## src/rtl/sio_pkg.sv

```systemverilog
package sio_pkg;
  localparam int DATA_W = 8;
  localparam int CTRL_W = 8;
  localparam logic ADDR_CTRL = 1'b0;
  localparam logic ADDR_DATA = 1'b1;

  typedef enum logic [1:0] {
    MODE_SHIFT  = 2'b00,
    MODE_UART8  = 2'b01,
    MODE_UART9F = 2'b10,
    MODE_UART9V = 2'b11
  } sio_mode_e;
endpackage

```

## src/rtl/sio_tick_gen.sv

```systemverilog
module sio_tick_gen
  import sio_pkg::*;
#(
  parameter int FAST_DIV = 2,
  parameter int SLOW_DIV = 4
) (
  input  logic      clk,
  input  logic      rst,
  input  sio_mode_e mode,
  input  logic      rate_dbl,
  input  logic      baud_tick,
  output logic      tick
);
  localparam int CW = $clog2(SLOW_DIV);

  logic [CW-1:0] cnt;
  logic          fast_hit, slow_hit;

  always_ff @(posedge clk) begin
    if (rst) cnt <= '0;
    else     cnt <= cnt + 1'b1;
  end

  assign fast_hit = ((cnt & CW'(FAST_DIV - 1)) == CW'(FAST_DIV - 1));
  assign slow_hit = (cnt == CW'(SLOW_DIV - 1));

  always_comb begin
    if (mode == MODE_UART9F) tick = rate_dbl ? fast_hit : slow_hit;
    else                     tick = baud_tick;
  end

  // the internal rate never produces back-to-back ticks
  p_fixed_tick_gap_r5: assert property (@(posedge clk) disable iff (rst)
    (mode == MODE_UART9F && tick) |=> !(mode == MODE_UART9F && tick));
endmodule

```

## src/rtl/sio_tx.sv

```systemverilog
module sio_tx
  import sio_pkg::*;
#(
  parameter int OVERSAMPLE = 16,
  parameter int SHIFT_DIV  = 12
) (
  input  logic              clk,
  input  logic              rst,
  input  sio_mode_e         mode,
  input  logic              tick,
  input  logic              start,
  input  logic [DATA_W-1:0] data,
  input  logic              ninth,
  output logic              txd,
  output logic              sclk,
  output logic              ti_set
);
  localparam int FRAME_W = DATA_W + 3;
  localparam int IDX_W   = $clog2(FRAME_W + 1);
  localparam int SUB_W   = $clog2(OVERSAMPLE);
  localparam int DIV_W   = $clog2(SHIFT_DIV);
  localparam int HALF    = SHIFT_DIV / 2;

  logic               busy, shift_m;
  logic [FRAME_W-1:0] frame;
  logic [IDX_W-1:0]   idx, last_idx, nxt_idx;
  logic [SUB_W-1:0]   sub;
  logic [DIV_W-1:0]   div;

  assign nxt_idx = idx + 1'b1;

  always_ff @(posedge clk) begin
    if (rst) begin
      busy     <= 1'b0;
      shift_m  <= 1'b0;
      frame    <= '1;
      idx      <= '0;
      last_idx <= '0;
      sub      <= '0;
      div      <= '0;
      txd      <= 1'b1;
      sclk     <= 1'b1;
      ti_set   <= 1'b0;
    end else begin
      ti_set <= 1'b0;
      if (!busy) begin
        if (start) begin
          busy <= 1'b1;
          idx  <= '0;
          sub  <= '0;
          div  <= '0;
          if (mode == MODE_SHIFT) begin
            shift_m  <= 1'b1;
            frame    <= {3'b111, data};
            last_idx <= IDX_W'(DATA_W - 1);
            txd      <= data[0];
            sclk     <= 1'b0;
          end else begin
            shift_m <= 1'b0;
            sclk    <= 1'b1;
            txd     <= 1'b0;
            if (mode == MODE_UART8) begin
              frame    <= {2'b11, data, 1'b0};
              last_idx <= IDX_W'(DATA_W + 1);
            end else begin
              frame    <= {1'b1, ninth, data, 1'b0};
              last_idx <= IDX_W'(DATA_W + 2);
            end
          end
        end
      end else if (shift_m) begin
        if (div == DIV_W'(HALF - 1)) sclk <= 1'b1;
        if (div == DIV_W'(SHIFT_DIV - 1)) begin
          div <= '0;
          if (idx == last_idx) begin
            busy   <= 1'b0;
            txd    <= 1'b1;
            sclk   <= 1'b1;
            ti_set <= 1'b1;
          end else begin
            idx  <= nxt_idx;
            txd  <= frame[nxt_idx];
            sclk <= 1'b0;
          end
        end else begin
          div <= div + 1'b1;
        end
      end else if (tick) begin
        if (sub == SUB_W'(OVERSAMPLE - 1)) begin
          sub <= '0;
          if (idx == last_idx) begin
            busy <= 1'b0;
            txd  <= 1'b1;
          end else begin
            idx <= nxt_idx;
            txd <= frame[nxt_idx];
            if (nxt_idx == last_idx) ti_set <= 1'b1;
          end
        end else begin
          sub <= sub + 1'b1;
        end
      end
    end
  end

  // an idle transmitter holds both lines high
  p_idle_lines_r4: assert property (@(posedge clk) disable iff (rst)
    !busy |-> (txd && sclk));
  // the done strobe lasts exactly one cycle
  p_ti_pulse_r6: assert property (@(posedge clk) disable iff (rst)
    ti_set |=> !ti_set);
endmodule

```

## src/rtl/sio_rx.sv

```systemverilog
module sio_rx
  import sio_pkg::*;
#(
  parameter int OVERSAMPLE = 16
) (
  input  logic              clk,
  input  logic              rst,
  input  sio_mode_e         mode,
  input  logic              tick,
  input  logic              ren,
  input  logic              rxd,
  output logic              done,
  output logic [DATA_W-1:0] data,
  output logic              ninth,
  output logic              stop_bit
);
  localparam int IDX_W = $clog2(DATA_W + 3);
  localparam int SUB_W = $clog2(OVERSAMPLE);
  localparam int MID   = OVERSAMPLE / 2;

  logic              rx_m, rx_s, busy, nine, vote, enable;
  logic [1:0]        smp;
  logic [IDX_W-1:0]  idx, last_idx;
  logic [SUB_W-1:0]  sub;
  logic [DATA_W:0]   sreg;

  assign enable   = ren && (mode != MODE_SHIFT);
  assign vote     = (smp[1] & smp[0]) | (smp[1] & rx_s) | (smp[0] & rx_s);
  assign last_idx = nine ? IDX_W'(DATA_W + 2) : IDX_W'(DATA_W + 1);

  always_ff @(posedge clk) begin
    if (rst) begin
      rx_m     <= 1'b1;
      rx_s     <= 1'b1;
      busy     <= 1'b0;
      nine     <= 1'b0;
      smp      <= '0;
      idx      <= '0;
      sub      <= '0;
      sreg     <= '0;
      done     <= 1'b0;
      data     <= '0;
      ninth    <= 1'b0;
      stop_bit <= 1'b1;
    end else begin
      rx_m <= rxd;
      rx_s <= rx_m;
      done <= 1'b0;
      if (!enable) begin
        busy <= 1'b0;
      end else if (!busy) begin
        if (tick && !rx_s) begin
          busy <= 1'b1;
          sub  <= '0;
          idx  <= '0;
          nine <= (mode != MODE_UART8);
        end
      end else if (tick) begin
        sub <= (sub == SUB_W'(OVERSAMPLE - 1)) ? '0 : sub + 1'b1;
        if (sub == SUB_W'(MID - 1) || sub == SUB_W'(MID)) smp <= {smp[0], rx_s};
        if (sub == SUB_W'(MID + 1)) begin
          idx <= idx + 1'b1;
          if (idx == '0) begin
            if (vote) busy <= 1'b0;
          end else if (idx == last_idx) begin
            busy     <= 1'b0;
            done     <= 1'b1;
            stop_bit <= vote;
            data     <= sreg[DATA_W-1:0];
            ninth    <= nine & sreg[DATA_W];
          end else begin
            sreg[IDX_W'(idx - 1'b1)] <= vote;
          end
        end
      end
    end
  end

  // a disabled receiver is idle on the following cycle
  p_rx_off_r12: assert property (@(posedge clk) disable iff (rst)
    !enable |=> !busy);
  // one completion strobe per frame
  p_done_pulse_r7: assert property (@(posedge clk) disable iff (rst)
    done |=> !done);
endmodule

```

## src/rtl/sio_port.sv

```systemverilog
module sio_port
  import sio_pkg::*;
#(
  parameter int OVERSAMPLE = 16,
  parameter int SHIFT_DIV  = 12,
  parameter int FAST_DIV   = 2,
  parameter int SLOW_DIV   = 4
) (
  input  logic              clk,
  input  logic              rst,
  input  logic              bus_we,
  input  logic              bus_addr,
  input  logic [CTRL_W-1:0] bus_wdata,
  output logic [CTRL_W-1:0] bus_rdata,
  input  logic              fe_sel,
  input  logic              rate_dbl,
  input  logic              baud_tick,
  input  logic              rxd,
  output logic              txd,
  output logic              sclk
);
  logic sm0, sm1, sm2, ren, tb8, rb8, ti, ri, fe;
  logic [DATA_W-1:0] rx_buf, rx_data;
  logic tick, ti_set, rx_done, rx_b9, rx_stop;
  logic wr_ctrl, wr_data, qual, accept, rb8_new;
  logic [CTRL_W-1:0] ctrl_view;
  sio_mode_e mode;

  assign mode      = sio_mode_e'({sm0, sm1});
  assign wr_ctrl   = bus_we && (bus_addr == ADDR_CTRL);
  assign wr_data   = bus_we && (bus_addr == ADDR_DATA);
  assign ctrl_view = {(fe_sel ? fe : sm0), sm1, sm2, ren, tb8, rb8, ti, ri};
  assign rb8_new   = (mode == MODE_UART8) ? rx_stop : rx_b9;
  assign qual      = rb8_new;
  assign accept    = rx_done && !ri && (!sm2 || qual);

  sio_tick_gen #(.FAST_DIV(FAST_DIV), .SLOW_DIV(SLOW_DIV)) u_tick (
    .clk(clk), .rst(rst), .mode(mode), .rate_dbl(rate_dbl),
    .baud_tick(baud_tick), .tick(tick));

  sio_tx #(.OVERSAMPLE(OVERSAMPLE), .SHIFT_DIV(SHIFT_DIV)) u_tx (
    .clk(clk), .rst(rst), .mode(mode), .tick(tick), .start(wr_data),
    .data(bus_wdata[DATA_W-1:0]), .ninth(tb8), .txd(txd), .sclk(sclk),
    .ti_set(ti_set));

  sio_rx #(.OVERSAMPLE(OVERSAMPLE)) u_rx (
    .clk(clk), .rst(rst), .mode(mode), .tick(tick), .ren(ren), .rxd(rxd),
    .done(rx_done), .data(rx_data), .ninth(rx_b9), .stop_bit(rx_stop));

  always_ff @(posedge clk) begin
    if (rst) begin
      {sm0, sm1, sm2, ren, tb8, rb8, ti, ri, fe} <= '0;
      rx_buf    <= '0;
      bus_rdata <= '0;
    end else begin
      if (wr_ctrl) begin
        if (fe_sel) fe  <= bus_wdata[7];
        else        sm0 <= bus_wdata[7];
        {sm1, sm2, ren, tb8, rb8, ti, ri} <= bus_wdata[6:0];
      end
      if (ti_set) ti <= 1'b1;
      if (accept) begin
        ri     <= 1'b1;
        rb8    <= rb8_new;
        rx_buf <= rx_data;
      end
      if (rx_done && !rx_stop) fe <= 1'b1;
      bus_rdata <= (bus_addr == ADDR_DATA) ? rx_buf : ctrl_view;
    end
  end

  // the error flag only drops through a software write
  p_fe_sticky_r11: assert property (@(posedge clk) disable iff (rst)
    (fe && !(wr_ctrl && fe_sel)) |=> fe);
  // a pending RI protects the buffer
  p_buf_hold_r10: assert property (@(posedge clk) disable iff (rst)
    (ri && !wr_ctrl) |=> $stable(rx_buf));
  // filtered data frames in the nine-bit modes leave RI alone
  p_filter_r9: assert property (@(posedge clk) disable iff (rst)
    (rx_done && sm2 && mode != MODE_UART8 && !rx_b9 && !wr_ctrl) |=> $stable(ri));
endmodule

```

## config.mk

```make
export PLATFORM = sky130hd
export DESIGN_NAME = sio_port
export DESIGN_NICKNAME = d
export VERILOG_FILES = /design/src/rtl/sio_pkg.sv /design/src/rtl/sio_tick_gen.sv /design/src/rtl/sio_tx.sv /design/src/rtl/sio_rx.sv /design/src/rtl/sio_port.sv
export SDC_FILE = /design/constraint.sdc
export NUM_CORES = 1
export LEC_CHECK = 0
export BUFFER_PORTS_ARGS = -buffer_cell sky130_fd_sc_hd__buf_4
export CAP_MARGIN = 20
export CORE_ASPECT_RATIO = 1.25
export CORE_MARGIN = 2
export CORE_UTILIZATION = 31
export DETAILED_ROUTE_END_ITERATION = 10
export RECOVER_POWER = 100
export SETUP_SLACK_MARGIN = 0.05
export SYNTH_ARGS = -nofsm -noshare
export SYNTH_HDL_FRONTEND = slang
export SYNTH_SLANG_ARGS = --single-unit
```

## constraint.sdc

```tcl
create_clock -name clk -period 2.35 [get_ports clk]
set_input_delay 0.1175 -clock clk [delete_from_list [all_inputs] [get_ports clk]]
set_output_delay 0.1175 -clock clk [all_outputs]
set_load 0.05 [all_outputs]
```

---- Word level (Yosys, flattened, before mapping) ----
Cells that the tools add are included.
word-level totals
  register bits ........................... 93
  logic and storage cells ................. 203
operators by class
  add/sub/neg operators ................... 7
  magnitude comparators ................... 3
  equality and inequality tests ........... 23
  mux-type cells .......................... 82
  bitwise logic cells ..................... 15
  reductions and logical operators ........ 39
operators with widths
  operator             number
  $mux 4               22
  $mux 1               52
  $add 4x1->4 const B  5
  $eq 4x4->1 const B   5
  $reduce_bool 2->1    7
  $eq 4x4->1           3
  $reduce_and 3->1     4
  $reduce_and 4->1     3
  $reduce_and 6->1     2
  $mux 11              1
  $lt 4x5->1 const B   2
  $mux 10              1
  $bwmux 9             1
  $ne 3x3->1 const B   3
  $not 1->1            9
  $eq 4x3->1 const B   2
  $logic_and 1x1->1    8
  $mux 8               1
  $reduce_and 2->1     4
  $ne 2x1->1 const B   3
  $ne 2x2->1 const B   3
  $reduce_or 6->1      1
  $and 1x1->1          4
  $bmux 1 s4           1
  14 further kinds     22

---- Depth between registers and ports, before layout ----
  word-level depth ........................ 8
  gate-level depth with buffers ........... 8
  gate-level depth less buffers ........... 7

---- Hierarchy ----
A second synthesis with hierarchy kept.
second synthesis, totals
  cell total of the unflattened synthesis .. 492
  area total of the unflattened synthesis .. 4391.7 sq um
modules (own cells, without submodules)
  module        instances  cells each  area an instance (sq um)  sequential area each (sq um)
  sio_rx        1          193         1745.4                    680.7
  sio_tx        1          185         1572.8                    600.6
  sio_port      1          106         974.7                     500.5
  sio_tick_gen  1          8           98.8                      40.0

---- Least setup slack after synthesis ----
OpenSTA, ideal clock, no wires.
  path type ............................... register to register
  start ................................... register u_rx.sub[1]
  end ..................................... register u_rx.stop_bit
  library setup time ...................... 0.127 ns
  arrival ................................. 1.722 ns
  required time ........................... 2.223 ns
  setup slack ............................. 0.501 ns
  cell stages (with the launch flop) ...... 9
  cells stage by stage .................... dfxtp_1 > inv_1 > ha_1 > nand4b_1 > nor2_1 > nor4b_2 > buf_2 > mux2i_1 > nand2_1
on the way
  longest elaborated chain between the ends .. 2
RTL lines
  item                               line          text
  start: declaration                 sio_rx.sv:24  logic [SUB_W-1:0] sub;
  start signal: assignment           sio_rx.sv:59  sub <= (sub == SUB_W'(OVERSAMPLE - 1)) ? '0 : sub + 1'b1;
  $eq 4x4->1                         sio_rx.sv:61  if (sub == SUB_W'(MID + 1)) begin
  $reduce_and 6->1 (no source line)  -
  end signal: assignment             sio_rx.sv:68  stop_bit <= vote;
  end: declaration                   sio_rx.sv:15  output logic stop_bit
Every way passes these cells.
A chain may end at the register's enable or synchronous reset.

---- Final worst setup path ----
  start ................................... register sm0
  end ..................................... register u_tx.idx[0]
on the way
  longest elaborated chain between the ends .. 4
RTL lines
  item                               line                text
  start: declaration                 sio_port.sv:22      logic sm0, sm1, sm2, ren, tb8, rb8, ti, ri, fe;
  start signal: assignment           sio_port.sv:58      else sm0 <= bus_wdata[7];
  $eq 2x2->1                         sio_tick_gen.sv:28  if (mode == MODE_UART9F) tick = rate_dbl ? fast_hit : slow_hit;
  $mux 1                             sio_tick_gen.sv:28
  $ne 3x2->1 (no source line)        -
  $reduce_and 4->1 (no source line)  -
  end signal: assignment             sio_tx.sv:81        idx <= nxt_idx;
  end signal: assignment             sio_tx.sv:95        idx <= nxt_idx;
  end: declaration                   sio_tx.sv:26        logic [IDX_W-1:0] idx, last_idx, nxt_idx;
Every way passes these cells.

==> key figures <==
Critical path
  • Crit path DAT: 2.29 ns
  • Req. time, crit path: 2.59 ns
  • Crit end category: register
  • Kind of critical path: reg2reg
  • Critical path peak fanout: 8
  • CP Launch Type: register
  • R2R cell count: 6

Min path
  • Hold Path Class: in2reg
  • Hold Path Cell Cnt: 3

GRT
  • Total grt overflow: 0
  • First-pass GRT wire length: 16800 microns
  • Initial antenna violation count: 0
  • GRT Resource Usage Total: 0.143
  • Vias in the first global route: 3462
  • Largest net degree at the start of global routing: 67

Clocking
  • CTS tree: yes
  • Clock Sinks: 91
  • Cts bufs inserted: 9
  • Number of hold buffers added after CTS: 1
  • Post-CTS setup buffer count: 0
  • Clock Latency Late Sink: 0.34 ns
  • Cts repair resizes: 0
  • CTS clk-pin slew, worst paths: 0.07 ns
  • H-Tree Depth: 3
  • CTS Buffer Depth: 2
  • Root Buffer: clkbuf_16

Power and ir drop
  • Pwr per Cell Area: 668 nW/um^2
  • P_leak: 1.92 nW
  • Worst vdd ir: 0.339 mV
  • Total power: 0.00328 W

Synthesis
  • Async S/R FF share, synth: 0
  • Mapped Area: 4280 sq um
  • Number of flops mapped to enable cells by yosys: 0
  • Gate Count Post-Synth: 491
  • YS warnings: 0
  • Number of distinct library cells after synthesis: 59
  • Synth Register Bits: 91
  • Top_reg_cell synth: dfxtp_1
  • Sequential area share after synthesis: 0.426
  • Avg Cell Area, Syn: 8.71 sq um
  • Syn_nets: 521

Route
  • # DRC: 0
  • Initial DRT Pass Iterations: 5
  • ANT nets after route: 0
  • Final WL: 10100 microns
  • Wire per inst: 14.6 microns
  • DR iter-0 viols: 268
  • Via density: 5.07
  • Vias after detailed routing: 3528

Timing
  • Slew headroom: 0.111
  • Fmax achieved: 490 MHz
  • Final worst path period need: 2.04 ns
  • Least-Margin Pin Slew: 1.33 ns
  • Setup violations, final: 0
  • Period utilization: 0.869
  • Setup TNS: 0 ns
  • Unrepaired setup endpoints after global routing: false
  • Clk_skew: 0.00529 ns
  • Slew Limit Fails: 0
  • Worst Slack Setup Final: 0.309 ns
  • Hold Vio Cnt, Final: 0

Placed design
  • Port buffer count: 25
  • Post-Place Cells: 679
  • Worst slack, placed: 0.374 ns
  • Final Wtd Congestion: 0.881
  • Post-DP HPWL: 7320 microns

Die
  • Initial Util: 0.314
  • Die H: 135 microns
  • CORE AREA: 13600 sq um
  • Die W: 109 microns
  • Die ar.: 14800 sq um
  • IO Count: 26
  • Core Rows: 48

Cells and area
  • Share of layout cells above drive strength 1: 0.0979
  • Final #Nets: 546
  • Area grow syn2layout: 15.0%
  • Fin cells: 696
  • Most common cell after layout, fill and taps aside: dfxtp_1
  • Most frequent cells in the layout: dfxtp_1 (91), nor2_1 (61), nand2_1 (50), mux2i_1 (40), a21oi_1 (31)
  • N_diodes: 0

Run status
  • Status: finished clean

Flow run
  • # Max-Cap Violations: 0
==> worst paths after layout <==
kind	startpoint	slack, ns	endpoint
setup / recovery	sm0	0.31	u_tx.idx[0]
hold / removal	bus_wdata[3]	0.05	tb8
setup reg to reg	sm0	0.31	u_tx.idx[0]
hold reg to reg	u_rx.rx_m	0.43	u_rx.rx_s
==> per-stage QoR <==
stage | cell area [sq um] | hold WS [ns] | utilization
after floorplan | 4280 | 0.221 | -
after global placement | 4690 | 0.316 | 0.344
after detailed placement | 4690 | 0.314 | 0.344
after CTS | 4980 | 0.0401 | 0.365
after global routing | 4920 | 0.0581 | 0.361
final | 4920 | 0.0506 | 0.361
==> where the power goes <==
part / total, W / switching, W / internal, W
clock: 0.00135 / 0.000619 / 0.000728
sequential: 0.00162 / 0.0000351 / 0.00158
combinational: 0.000317 / 0.000199 / 0.000118
==> worst max-delay path: stages, from the launching register on <==
cell	delay [ns]
dfxtp_1	0.43
and2b_1	0.21
mux2i_1	0.13
buf_4	0.19
o311ai_1	0.66
nand3b_1	0.15
a21oi_1	0.17
==> kinds of logic after synthesis <==
kind of cell | Yosys count | synth area share
buffers and inverters | 43 | 0.0383
DFF | 91 | 0.426
and+or+nand+nor | 194 | 0.222
AOI/OAI and AO/OA | 95 | 0.143
adders and majority gates | 15 | 0.0433
xor gates and xnor gates | 9 | 0.0184
muxes | 44 | 0.109
==> synth_stat cells, types with 5 or more instances <==
library cell | count | area [sq um]
nand2_1 | 50 | 188
o311ai_0 | 7 | 61.3
clkbuf_1 | 23 | 86.3
a21oi_1 | 31 | 155
inv_1 | 16 | 60.1
nand3_1 | 24 | 120
dfxtp_1 | 91 | 1820
a31oi_1 | 9 | 56.3
mux2i_1 | 40 | 400
nor3_1 | 16 | 80.1
nand2b_1 | 7 | 43.8
o21ai_0 | 20 | 100
xnor2_1 | 5 | 43.8
nor2_1 | 61 | 229
nand3b_1 | 5 | 37.5
ha_1 | 14 | 175
==> state kept, by name, summed over array words and instances, names as in the netlist, 2 cells and up <==
signal         flops
u_rx.data          8
u_rx.smp           2
u_tx.frame        10
u_rx.sreg          9
u_tx.div           4
u_tx.idx           4
u_rx.sub           4
rx_buf             8
u_rx.idx           4
u_tx.last_idx      4
u_tick.cnt         2
u_tx.sub           4
bus_rdata          8
==> layer usage <==
metal	track usage	vias up	wire length (microns)
met4	0.0513	0	124
met5	0	-	0
met3	0.0298	10	313
met2	0.251	52	5200
met1	0.171	1675	4500
li1	-	1791	-
==> layout make-up <==
type / count / area (sq um)
clock inverter: 6 / 50.0
sequential: 91 / 1820
tap: 175 / 219
multi-input combinational: 357 / 2280
clock buffer: 10 / 229
timing repair buffer: 40 / 251
inverter: 17 / 63.8
fill: 1354 / 8710
Note: power is estimated with default switching activity, not from simulation.
